**config.mk**
```make
export PLATFORM = sky130hd
export DESIGN_NAME = xfer_stamp_unit
export DESIGN_NICKNAME = d
export VERILOG_FILES = /design/src/rtl/xfs_pkg.sv /design/src/rtl/xfs_free_counter.sv /design/src/rtl/xfs_word_tracker.sv /design/src/rtl/xfs_stamp_reg.sv /design/src/rtl/xfer_stamp_unit.sv
export SDC_FILE = /design/constraint.sdc
export NUM_CORES = 1
export LEC_CHECK = 0
export BUFFER_PORTS_ARGS = -buffer_cell sky130_fd_sc_hd__buf_2
export CORE_MARGIN = 3
export CORE_UTILIZATION = 50
export CTS_BUF_LIST = sky130_fd_sc_hd__clkbuf_8
export CTS_CLUSTER_SIZE = 30
export DETAILED_ROUTE_END_ITERATION = 7
export PLACE_DENSITY = 0.75
export SLEW_MARGIN = 10
export SYNTH_ARGS = -nofsm -noshare
export SYNTH_HDL_FRONTEND = slang
export SYNTH_SLANG_ARGS = --single-unit
```
**constraint.sdc**
```tcl
create_clock -name clk -period 3.57 [get_ports clk]
set_input_delay 0.8925 -clock clk [delete_from_list [all_inputs] [get_ports clk]]
set_output_delay 0.8925 -clock clk [all_outputs]
set_load 0.01 [all_outputs]
```
**src/rtl/xfs_pkg.sv**
```systemverilog
// Shared types for the transfer event timestamp unit.
// Assumes: only the phase encoding is shared between modules.
package xfs_pkg;
    typedef enum logic [2:0] {
        ST_IDLE     = 3'd0,
        ST_ARMED    = 3'd1,
        ST_UPLOAD   = 3'd2,
        ST_DOWNLOAD = 3'd3,
        ST_DONE     = 3'd4
    } xfs_state_e;
endpackage

```
**src/rtl/xfs_free_counter.sv**
```systemverilog
// Free-running time base; every stamp is a copy of this value.
// Assumes: WIDTH is large enough that the count never wraps during a test.
module xfs_free_counter #(
    parameter int WIDTH = 48
) (
    input  logic             clk,
    input  logic             rst_n,
    output logic [WIDTH-1:0] q
);
    // Increment on every clock; return to zero on reset.
    always_ff @(posedge clk) begin
        if (!rst_n) q <= '0;
        else        q <= q + 1'b1;
    end

    AST_COUNT_STEP: assert property (@(posedge clk) disable iff (!rst_n)
        rst_n |=> (q == $past(q) + 1'b1));
endmodule

```
**src/rtl/xfs_word_tracker.sv**
```systemverilog
// Counts the words moved in one direction and flags the first and last word
// positions. Assumes last_idx stays constant while the block is armed.
module xfs_word_tracker #(
    parameter int CNT_W = 28
) (
    input  logic             clk,
    input  logic             rst_n,
    input  logic             clr,
    input  logic             step,
    input  logic [CNT_W-1:0] last_idx,
    output logic             at_first,
    output logic             at_last
);
    logic [CNT_W-1:0] count;

    // Word count since the last arm; it advances on each accepted word.
    always_ff @(posedge clk) begin
        if (!rst_n || clr) count <= '0;
        else if (step)     count <= count + 1'b1;
    end

    // Compare the count of words already moved with the edges of the test.
    always_comb begin
        at_first = (count == '0);
        at_last  = (count == last_idx);
    end
endmodule

```
**src/rtl/xfs_stamp_reg.sv**
```systemverilog
// A capture-once timestamp register. It copies d on the first cap after a
// clear and then holds that value. Assumes clr has priority over cap.
module xfs_stamp_reg #(
    parameter int WIDTH = 48
) (
    input  logic             clk,
    input  logic             rst_n,
    input  logic             clr,
    input  logic             cap,
    input  logic [WIDTH-1:0] d,
    output logic [WIDTH-1:0] q
);
    logic held;

    // Take the first capture after a clear, then lock.
    always_ff @(posedge clk) begin
        if (!rst_n || clr) begin
            q    <= '0;
            held <= 1'b0;
        end else if (cap && !held) begin
            q    <= d;
            held <= 1'b1;
        end
    end

    AST_STAMP_HOLD: assert property (@(posedge clk) disable iff (!rst_n)
        (held && !clr) |=> $stable(q));
endmodule

```
**src/rtl/xfer_stamp_unit.sv**
```systemverilog
// Transfer event timestamp unit. It stamps the first and last word of the
// upload and download phases of a loopback test against one free-running
// counter, and gives the elapsed times as differences.
// Assumes: all upload words come before any download word; the sector count
// is held stable only at the start pulse (it is latched there).
module xfer_stamp_unit #(
    parameter int TS_W   = 48,
    parameter int SEC_W  = 18,
    parameter int WORD_L = 10
) (
    input  logic            clk,
    input  logic            rst_n,
    input  logic            start,
    input  logic [SEC_W-1:0] sector_cnt,
    input  logic            up_valid,
    input  logic            dn_valid,
    output logic [TS_W-1:0] ts_up_first,
    output logic [TS_W-1:0] ts_up_last,
    output logic [TS_W-1:0] ts_dn_first,
    output logic [TS_W-1:0] ts_dn_last,
    output logic [TS_W-1:0] up_elapsed,
    output logic [TS_W-1:0] dn_elapsed,
    output logic [TS_W-1:0] total_elapsed,
    output logic            done,
    output logic            proto_err
);
    import xfs_pkg::*;

    localparam int CNT_W = SEC_W + WORD_L;
    localparam int NDIR  = 2;   // index 0 = upload, 1 = download

    xfs_state_e       state;
    logic [SEC_W-1:0] n_lat;
    logic [CNT_W-1:0] last_idx;
    logic [TS_W-1:0]  now;
    logic             arm, up_ok, dn_ok, up_acc, dn_acc, bad;
    logic [NDIR-1:0]  step, at_first, at_last;
    logic [TS_W-1:0]  stamp [4];
    logic [3:0]       cap;

    xfs_free_counter #(.WIDTH(TS_W)) u_time (
        .clk(clk), .rst_n(rst_n), .q(now)
    );

    // Qualify the strobes by phase; the arm pulse masks them.
    always_comb begin
        arm    = start && (sector_cnt != '0);
        up_ok  = (state == ST_ARMED) || (state == ST_UPLOAD);
        dn_ok  = (state == ST_DOWNLOAD);
        up_acc = !arm && up_valid && up_ok;
        dn_acc = !arm && dn_valid && dn_ok;
        bad    = !arm && ((up_valid && !up_ok) || (dn_valid && !dn_ok));
        step   = {dn_acc, up_acc};
    end

    // Index of the final word: n * words_per_sector - 1.
    always_comb last_idx = {n_lat, {WORD_L{1'b0}}} - 1'b1;

    // Latch the sector count when the block is armed.
    always_ff @(posedge clk) begin
        if (!rst_n)   n_lat <= '0;
        else if (arm) n_lat <= sector_cnt;
    end

    genvar gd;
    generate
        for (gd = 0; gd < NDIR; gd++) begin : g_dir
            xfs_word_tracker #(.CNT_W(CNT_W)) u_trk (
                .clk(clk), .rst_n(rst_n), .clr(arm), .step(step[gd]),
                .last_idx(last_idx), .at_first(at_first[gd]), .at_last(at_last[gd])
            );
        end
    endgenerate

    // Capture strobes: order is up-first, up-last, dn-first, dn-last.
    always_comb begin
        cap[0] = up_acc && at_first[0];
        cap[1] = up_acc && at_last[0];
        cap[2] = dn_acc && at_first[1];
        cap[3] = dn_acc && at_last[1];
    end

    genvar gs;
    generate
        for (gs = 0; gs < 4; gs++) begin : g_stamp
            xfs_stamp_reg #(.WIDTH(TS_W)) u_stamp (
                .clk(clk), .rst_n(rst_n), .clr(arm), .cap(cap[gs]),
                .d(now), .q(stamp[gs])
            );
        end
    endgenerate

    // Phase sequencing: armed, then upload, then download, then done.
    always_ff @(posedge clk) begin
        if (!rst_n) begin
            state <= ST_IDLE;
        end else if (arm) begin
            state <= ST_ARMED;
        end else begin
            unique case (state)
                ST_ARMED:    if (up_acc) state <= at_last[0] ? ST_DOWNLOAD : ST_UPLOAD;
                ST_UPLOAD:   if (up_acc && at_last[0]) state <= ST_DOWNLOAD;
                ST_DOWNLOAD: if (dn_acc && at_last[1]) state <= ST_DONE;
                default:     state <= state;
            endcase
        end
    end

    // Sticky flag for wrong-phase strobes; cleared on arm.
    always_ff @(posedge clk) begin
        if (!rst_n || arm) proto_err <= 1'b0;
        else if (bad)      proto_err <= 1'b1;
    end

    // Drive the outputs and the unsigned differences.
    always_comb begin
        ts_up_first   = stamp[0];
        ts_up_last    = stamp[1];
        ts_dn_first   = stamp[2];
        ts_dn_last    = stamp[3];
        up_elapsed    = stamp[1] - stamp[0];
        dn_elapsed    = stamp[3] - stamp[2];
        total_elapsed = stamp[3] - stamp[0];
        done          = (state == ST_DONE);
    end

    AST_ARM_CLEARS: assert property (@(posedge clk) disable iff (!rst_n)
        arm |=> (!done && !proto_err && ts_up_first == '0 && ts_dn_last == '0));
    AST_DONE_HOLD: assert property (@(posedge clk) disable iff (!rst_n)
        (done && !arm) |=> done);
    AST_ERR_STICKY: assert property (@(posedge clk) disable iff (!rst_n)
        (proto_err && !arm) |=> proto_err);
    AST_PHASE_ORDER: assert property (@(posedge clk) disable iff (!rst_n)
        done |-> (ts_dn_first > ts_up_last && ts_up_last >= ts_up_first));
    AST_BAD_FLAGS: assert property (@(posedge clk) disable iff (!rst_n)
        (!start && dn_valid && state == ST_UPLOAD) |=> (proto_err && ts_dn_first == '0));
endmodule

```
==> impl_metrics.prom <==
# TYPE chip_impl_metric gauge
chip_impl_info{name="run_status",value="complete, but fails checks"} 1
chip_impl_info{name="failed_checks",value="negative setup slack"} 1
chip_impl_metric{name="postSynthNetCount",unit=""} 2883
chip_impl_metric{name="route.antenna.remaining_nets",unit=""} 0
chip_impl_metric{name="grt_use_total",unit="%"} 34.61
chip_impl_metric{name="drcViolationCount",unit=""} 0
chip_impl_metric{name="gp_routability_congestion",unit=""} 1.009
chip_impl_metric{name="reg2reg_depth",unit=""} 13
chip_impl_metric{name="drv_cap",unit=""} 0
chip_impl_metric{name="synth_area_per_cell",unit="um2"} 8.101
chip_impl_metric{name="areaGrowthSynthToFinish",unit="%"} 44.71
chip_impl_metric{name="clock_tree.htree_level_count",unit=""} 2
chip_impl_metric{name="postLayoutSetupSlackWorst",unit="ns"} -1.131
chip_impl_metric{name="floorplan.core_area",unit="um2"} 43270
chip_impl_metric{name="first_global_vias",unit=""} 23980
chip_impl_metric{name="power.density_cell_area",unit="nW/um2"} 243.6
chip_impl_metric{name="largest_net_degree_at_the_start_of_global_routing",unit=""} 84
chip_impl_metric{name="antenna_found_initial",unit=""} 1
chip_impl_metric{name="vdd.ir_drop.worst",unit="uV"} 257.3
chip_impl_metric{name="drt_first_pass_iters",unit=""} 6
chip_impl_info{name="postSynth.topFlopCell",value="sky130_fd_sc_hd__dfxtp_1"} 1
chip_impl_metric{name="worstHoldPathCells",unit=""} 2
chip_impl_metric{name="clk_transition_reported_paths",unit="ns"} 0.06
chip_impl_metric{name="setup-violations-final",unit=""} 126
chip_impl_metric{name="drt_first_iter_violations",unit=""} 2160
chip_impl_info{name="critPathCaptureType",value="output port"} 1
chip_impl_metric{name="crit_path_max_fanout",unit=""} 3
chip_impl_info{name="synth.most_common_cell",value="sky130_fd_sc_hd__nor2_1"} 1
chip_impl_metric{name="fin_cells",unit=""} 4129
chip_impl_metric{name="largest_incremental_delay_on_the_critical_path",unit="ns"} 0.37
chip_impl_metric{name="ys_seq_area_share",unit="%"} 29.36
chip_impl_metric{name="die_height",unit="um"} 215.5
chip_impl_info{name="timing.critical_path.cells",value="inv_2 -> ha_4 -> fa_2 -> nor2b_4 -> o31a_1 -> a41oi_2 -> a211oi_2 -> buf_4 -> o21bai_4 -> a311o_1 -> a211o_1 -> o21ai_2 -> xor2_1 -> buf_2"} 1
chip_impl_metric{name="cp.required",unit="ns"} 2.68
chip_impl_info{name="start_kind",value="flop"} 1
chip_impl_metric{name="antenna_cells_inserted",unit=""} 0
chip_impl_metric{name="slew_headroom",unit="%"} 50.32
chip_impl_metric{name="syn_area",unit="um2"} 21950
chip_impl_metric{name="port_buffers",unit=""} 360
chip_impl_metric{name="routedWlPerCell",unit="um"} 20.85
chip_impl_metric{name="synth_top_cell_area_share",unit="%"} 29.36
chip_impl_metric{name="syn_inst",unit=""} 2710
chip_impl_info{name="unrepaired_setup_endpoints_after_global_routing",value="true"} 1
chip_impl_metric{name="dpl.cell_count",unit=""} 3951
chip_impl_metric{name="critical_path_arrival",unit="ns"} 3.81
chip_impl_info{name="synthDominantAreaCellType",value="sky130_fd_sc_hd__dfxtp_1"} 1
chip_impl_metric{name="synth_cell_types",unit=""} 81
chip_impl_metric{name="detailroute.via_count",unit=""} 24047
chip_impl_metric{name="worst_hold_slack",unit="ns"} 0.4464
chip_impl_metric{name="total_leakage_power",unit="nW"} 15.55
chip_impl_metric{name="finalWorstPathRequiredPeriod",unit="ns"} 4.701
chip_impl_metric{name="post-route-period-util",unit="%"} 131.7
chip_impl_metric{name="width_of_the_die",unit="um"} 215.5
chip_impl_metric{name="synth_edf_count",unit=""} 0
chip_impl_metric{name="initial_core_util",unit="%"} 50.74
chip_impl_info{name="crit_path_top_delay_cell",value="sky130_fd_sc_hd__fa_2"} 1
chip_impl_metric{name="worst_clock_skew",unit="ns"} 0.03419
chip_impl_metric{name="clock_path_buffers",unit=""} 3
chip_impl_metric{name="finalSetupTns",unit="ns"} -87.07
chip_impl_metric{name="place_worst_setup_slack",unit="ns"} -0.6800
chip_impl_metric{name="drt-total-wl",unit="mm"} 86.07
chip_impl_metric{name="transition_time_at_the_pin_with_the_least_slew_margin",unit="ns"} 0.7452
chip_impl_metric{name="n_fill_cell",unit=""} 3071
chip_impl_metric{name="placement_rows",unit=""} 76
chip_impl_metric{name="design.die.area",unit="um2"} 46460
chip_impl_metric{name="ys_warn_count",unit=""} 0
chip_impl_metric{name="cts_inserted_buffers",unit=""} 53
chip_impl_metric{name="max_freq",unit="MHz"} 212.7
chip_impl_metric{name="timing_hold_violations_final",unit=""} 0
chip_impl_metric{name="fin_nets",unit=""} 3675
chip_impl_info{name="cts_tree",value="yes"} 1
chip_impl_info{name="critical_path_class",value="flop to output port"} 1
chip_impl_info{name="netlist_top_cells_count",value="sky130_fd_sc_hd__nor2_1 (354), sky130_fd_sc_hd__dfxtp_1 (322), sky130_fd_sc_hd__mux2i_1 (189)"} 1
chip_impl_info{name="clockRootBuffer",value="sky130_fd_sc_hd__clkbuf_8"} 1
chip_impl_metric{name="clk-insertion-delay-late",unit="ns"} 0.67
chip_impl_metric{name="num_io_pins",unit=""} 361
chip_impl_info{name="synth.top_cells.by_area",value="sky130_fd_sc_hd__dfxtp_1 (29%), sky130_fd_sc_hd__mux2i_1 (8.6%), sky130_fd_sc_hd__ha_1 (8.4%)"} 1
chip_impl_metric{name="postSynthRegisterBits",unit=""} 322
chip_impl_metric{name="post_synth_arst_share",unit="%"} 0
chip_impl_metric{name="detail_route.vias_per_cell",unit=""} 5.824
chip_impl_metric{name="clock_sink_count",unit=""} 322
chip_impl_info{name="hold_path_class",value="flop to flop"} 1
chip_impl_metric{name="cts_hold_repair.buffers",unit=""} 0
chip_impl_metric{name="grt_pass1_wl",unit="mm"} 129.6
chip_impl_metric{name="place_hpwl",unit="mm"} 62.09
chip_impl_metric{name="finalMaxSlewViolations",unit=""} 0
chip_impl_metric{name="congestion_overflow_gr",unit=""} 0
chip_impl_metric{name="layout-drive-gt1-share",unit="%"} 36.96
-- worst max-delay path: cells and delay by family, from the launching register on --
kind	cells	cell delay (ns)
AO/OA/AOI/OAI	7	1.53
adder cells (fa/ha/maj)	2	0.53
flip-flops	1	0.33
XOR/XNOR	1	0.20
buffers and inverters	3	0.41
AND/OR/NAND/NOR	1	0.14
-- per-layer routing --
metal | wire length, um | vias up | part of all wire, % | GRT usage, %
li1 | - | 11079 | - | -
met1 | 32740 | 11562 | 38 | 39.94
met2 | 41980 | 1072 | 49 | 60.99
met3 | 5884 | 332 | 6.8 | 5.660
met4 | 5463 | 2 | 6.3 | 19.48
met5 | 13 | - | 0.015 | 0
-- sequential cells by signal, indices dropped and copies added (netlist names) --
name                  flops
g_dir.u_trk.count        56
g_stamp.u_stamp.held      4
g_stamp.u_stamp.q       192
n_lat                    18
proto_err                 1
state                     3
u_time.q                 48
-- power by group --
group	switching (mW)	total (mW)	internal, mW
clock network	1.62	3.54	1.92
logic	0.312	0.561	0.250
registers	0.0281	3.64	3.61
total	1.96	7.74	5.78
-- what timing repair did --
item,4_1_cts,5_1_grt
setup endpoints to repair,126,213
gates resized for setup,366,130
pin swaps,191,168
cloned,0,1
setup buffers,73,50
-- path summary, 6_finish.rpt --
kind,from,end,slack [ns]
setup / recovery,g_stamp[3].u_stamp.q[0],dn_elapsed[44],-1.13
hold / removal,g_stamp[0].u_stamp.held,g_stamp[0].u_stamp.held,0.45
setup reg to reg,n_lat[1],g_stamp[1].u_stamp.q[15],0.19
hold reg to reg,g_stamp[0].u_stamp.held,g_stamp[0].u_stamp.held,0.45
-- final cells by class --
| class | count | area, um2 | share of cell area, % |
|---|---|---|---|
| flip-flops and latches | 322 | 6477 | 20.39 |
| well taps | 585 | 732.0 | 2.304 |
| clock buffers | 67 | 922.1 | 2.902 |
| inverters | 159 | 599.3 | 1.886 |
| clock inverters | 30 | 227.7 | 0.7168 |
| repair buffers | 882 | 6247 | 19.66 |
| multi-input cells | 2084 | 16560 | 52.14 |
-- metrics by stage --
stage               utilization (%)  power, mW  instance area [um2]
floorplan                         -      4.013                22200
global placement              63.69      4.202                27560
detailed placement            63.69      4.211                27560
CTS                           71.56      7.742                30960
global route                  73.43      7.972                31770
finish                        73.43      7.738                31770
-- logic make-up (layout without fill, tap and decap cells) --
logic type | Yosys count | after routing | share of synthesized area, %
compound gates | 562 | 562 | 16.76
flops | 322 | 322 | 29.36
fa+ha+maj | 150 | 150 | 8.651
mux | 190 | 190 | 8.668
xor+xnor | 245 | 245 | 10.09
buf+inv | 304 | 1138 | 5.591
simple gates | 937 | 937 | 20.89
-- layout by cell type (no fill, tap or decap), types with 31 or more instances in the layout --
cell type                  instances
sky130_fd_sc_hd__buf_2           342
sky130_fd_sc_hd__nand3_1          71
sky130_fd_sc_hd__nand2_1         158
sky130_fd_sc_hd__o21ai_0          60
sky130_fd_sc_hd__ha_4             31
sky130_fd_sc_hd__nand4_1          55
sky130_fd_sc_hd__buf_4           443
sky130_fd_sc_hd__dfxtp_1         301
sky130_fd_sc_hd__mux2i_1         189
sky130_fd_sc_hd__clkbuf_8         67
sky130_fd_sc_hd__a21oi_1         118
sky130_fd_sc_hd__nor3_1           39
sky130_fd_sc_hd__inv_1           155
sky130_fd_sc_hd__and2_1           41
sky130_fd_sc_hd__a21o_1           95
sky130_fd_sc_hd__ha_1            114
sky130_fd_sc_hd__xnor2_2          33
sky130_fd_sc_hd__xnor2_1         111
sky130_fd_sc_hd__buf_6            85
sky130_fd_sc_hd__xor2_1           69
sky130_fd_sc_hd__a21oi_2          35
sky130_fd_sc_hd__nor2_1          342
Note: power is estimated with default switching activity, not from simulation.
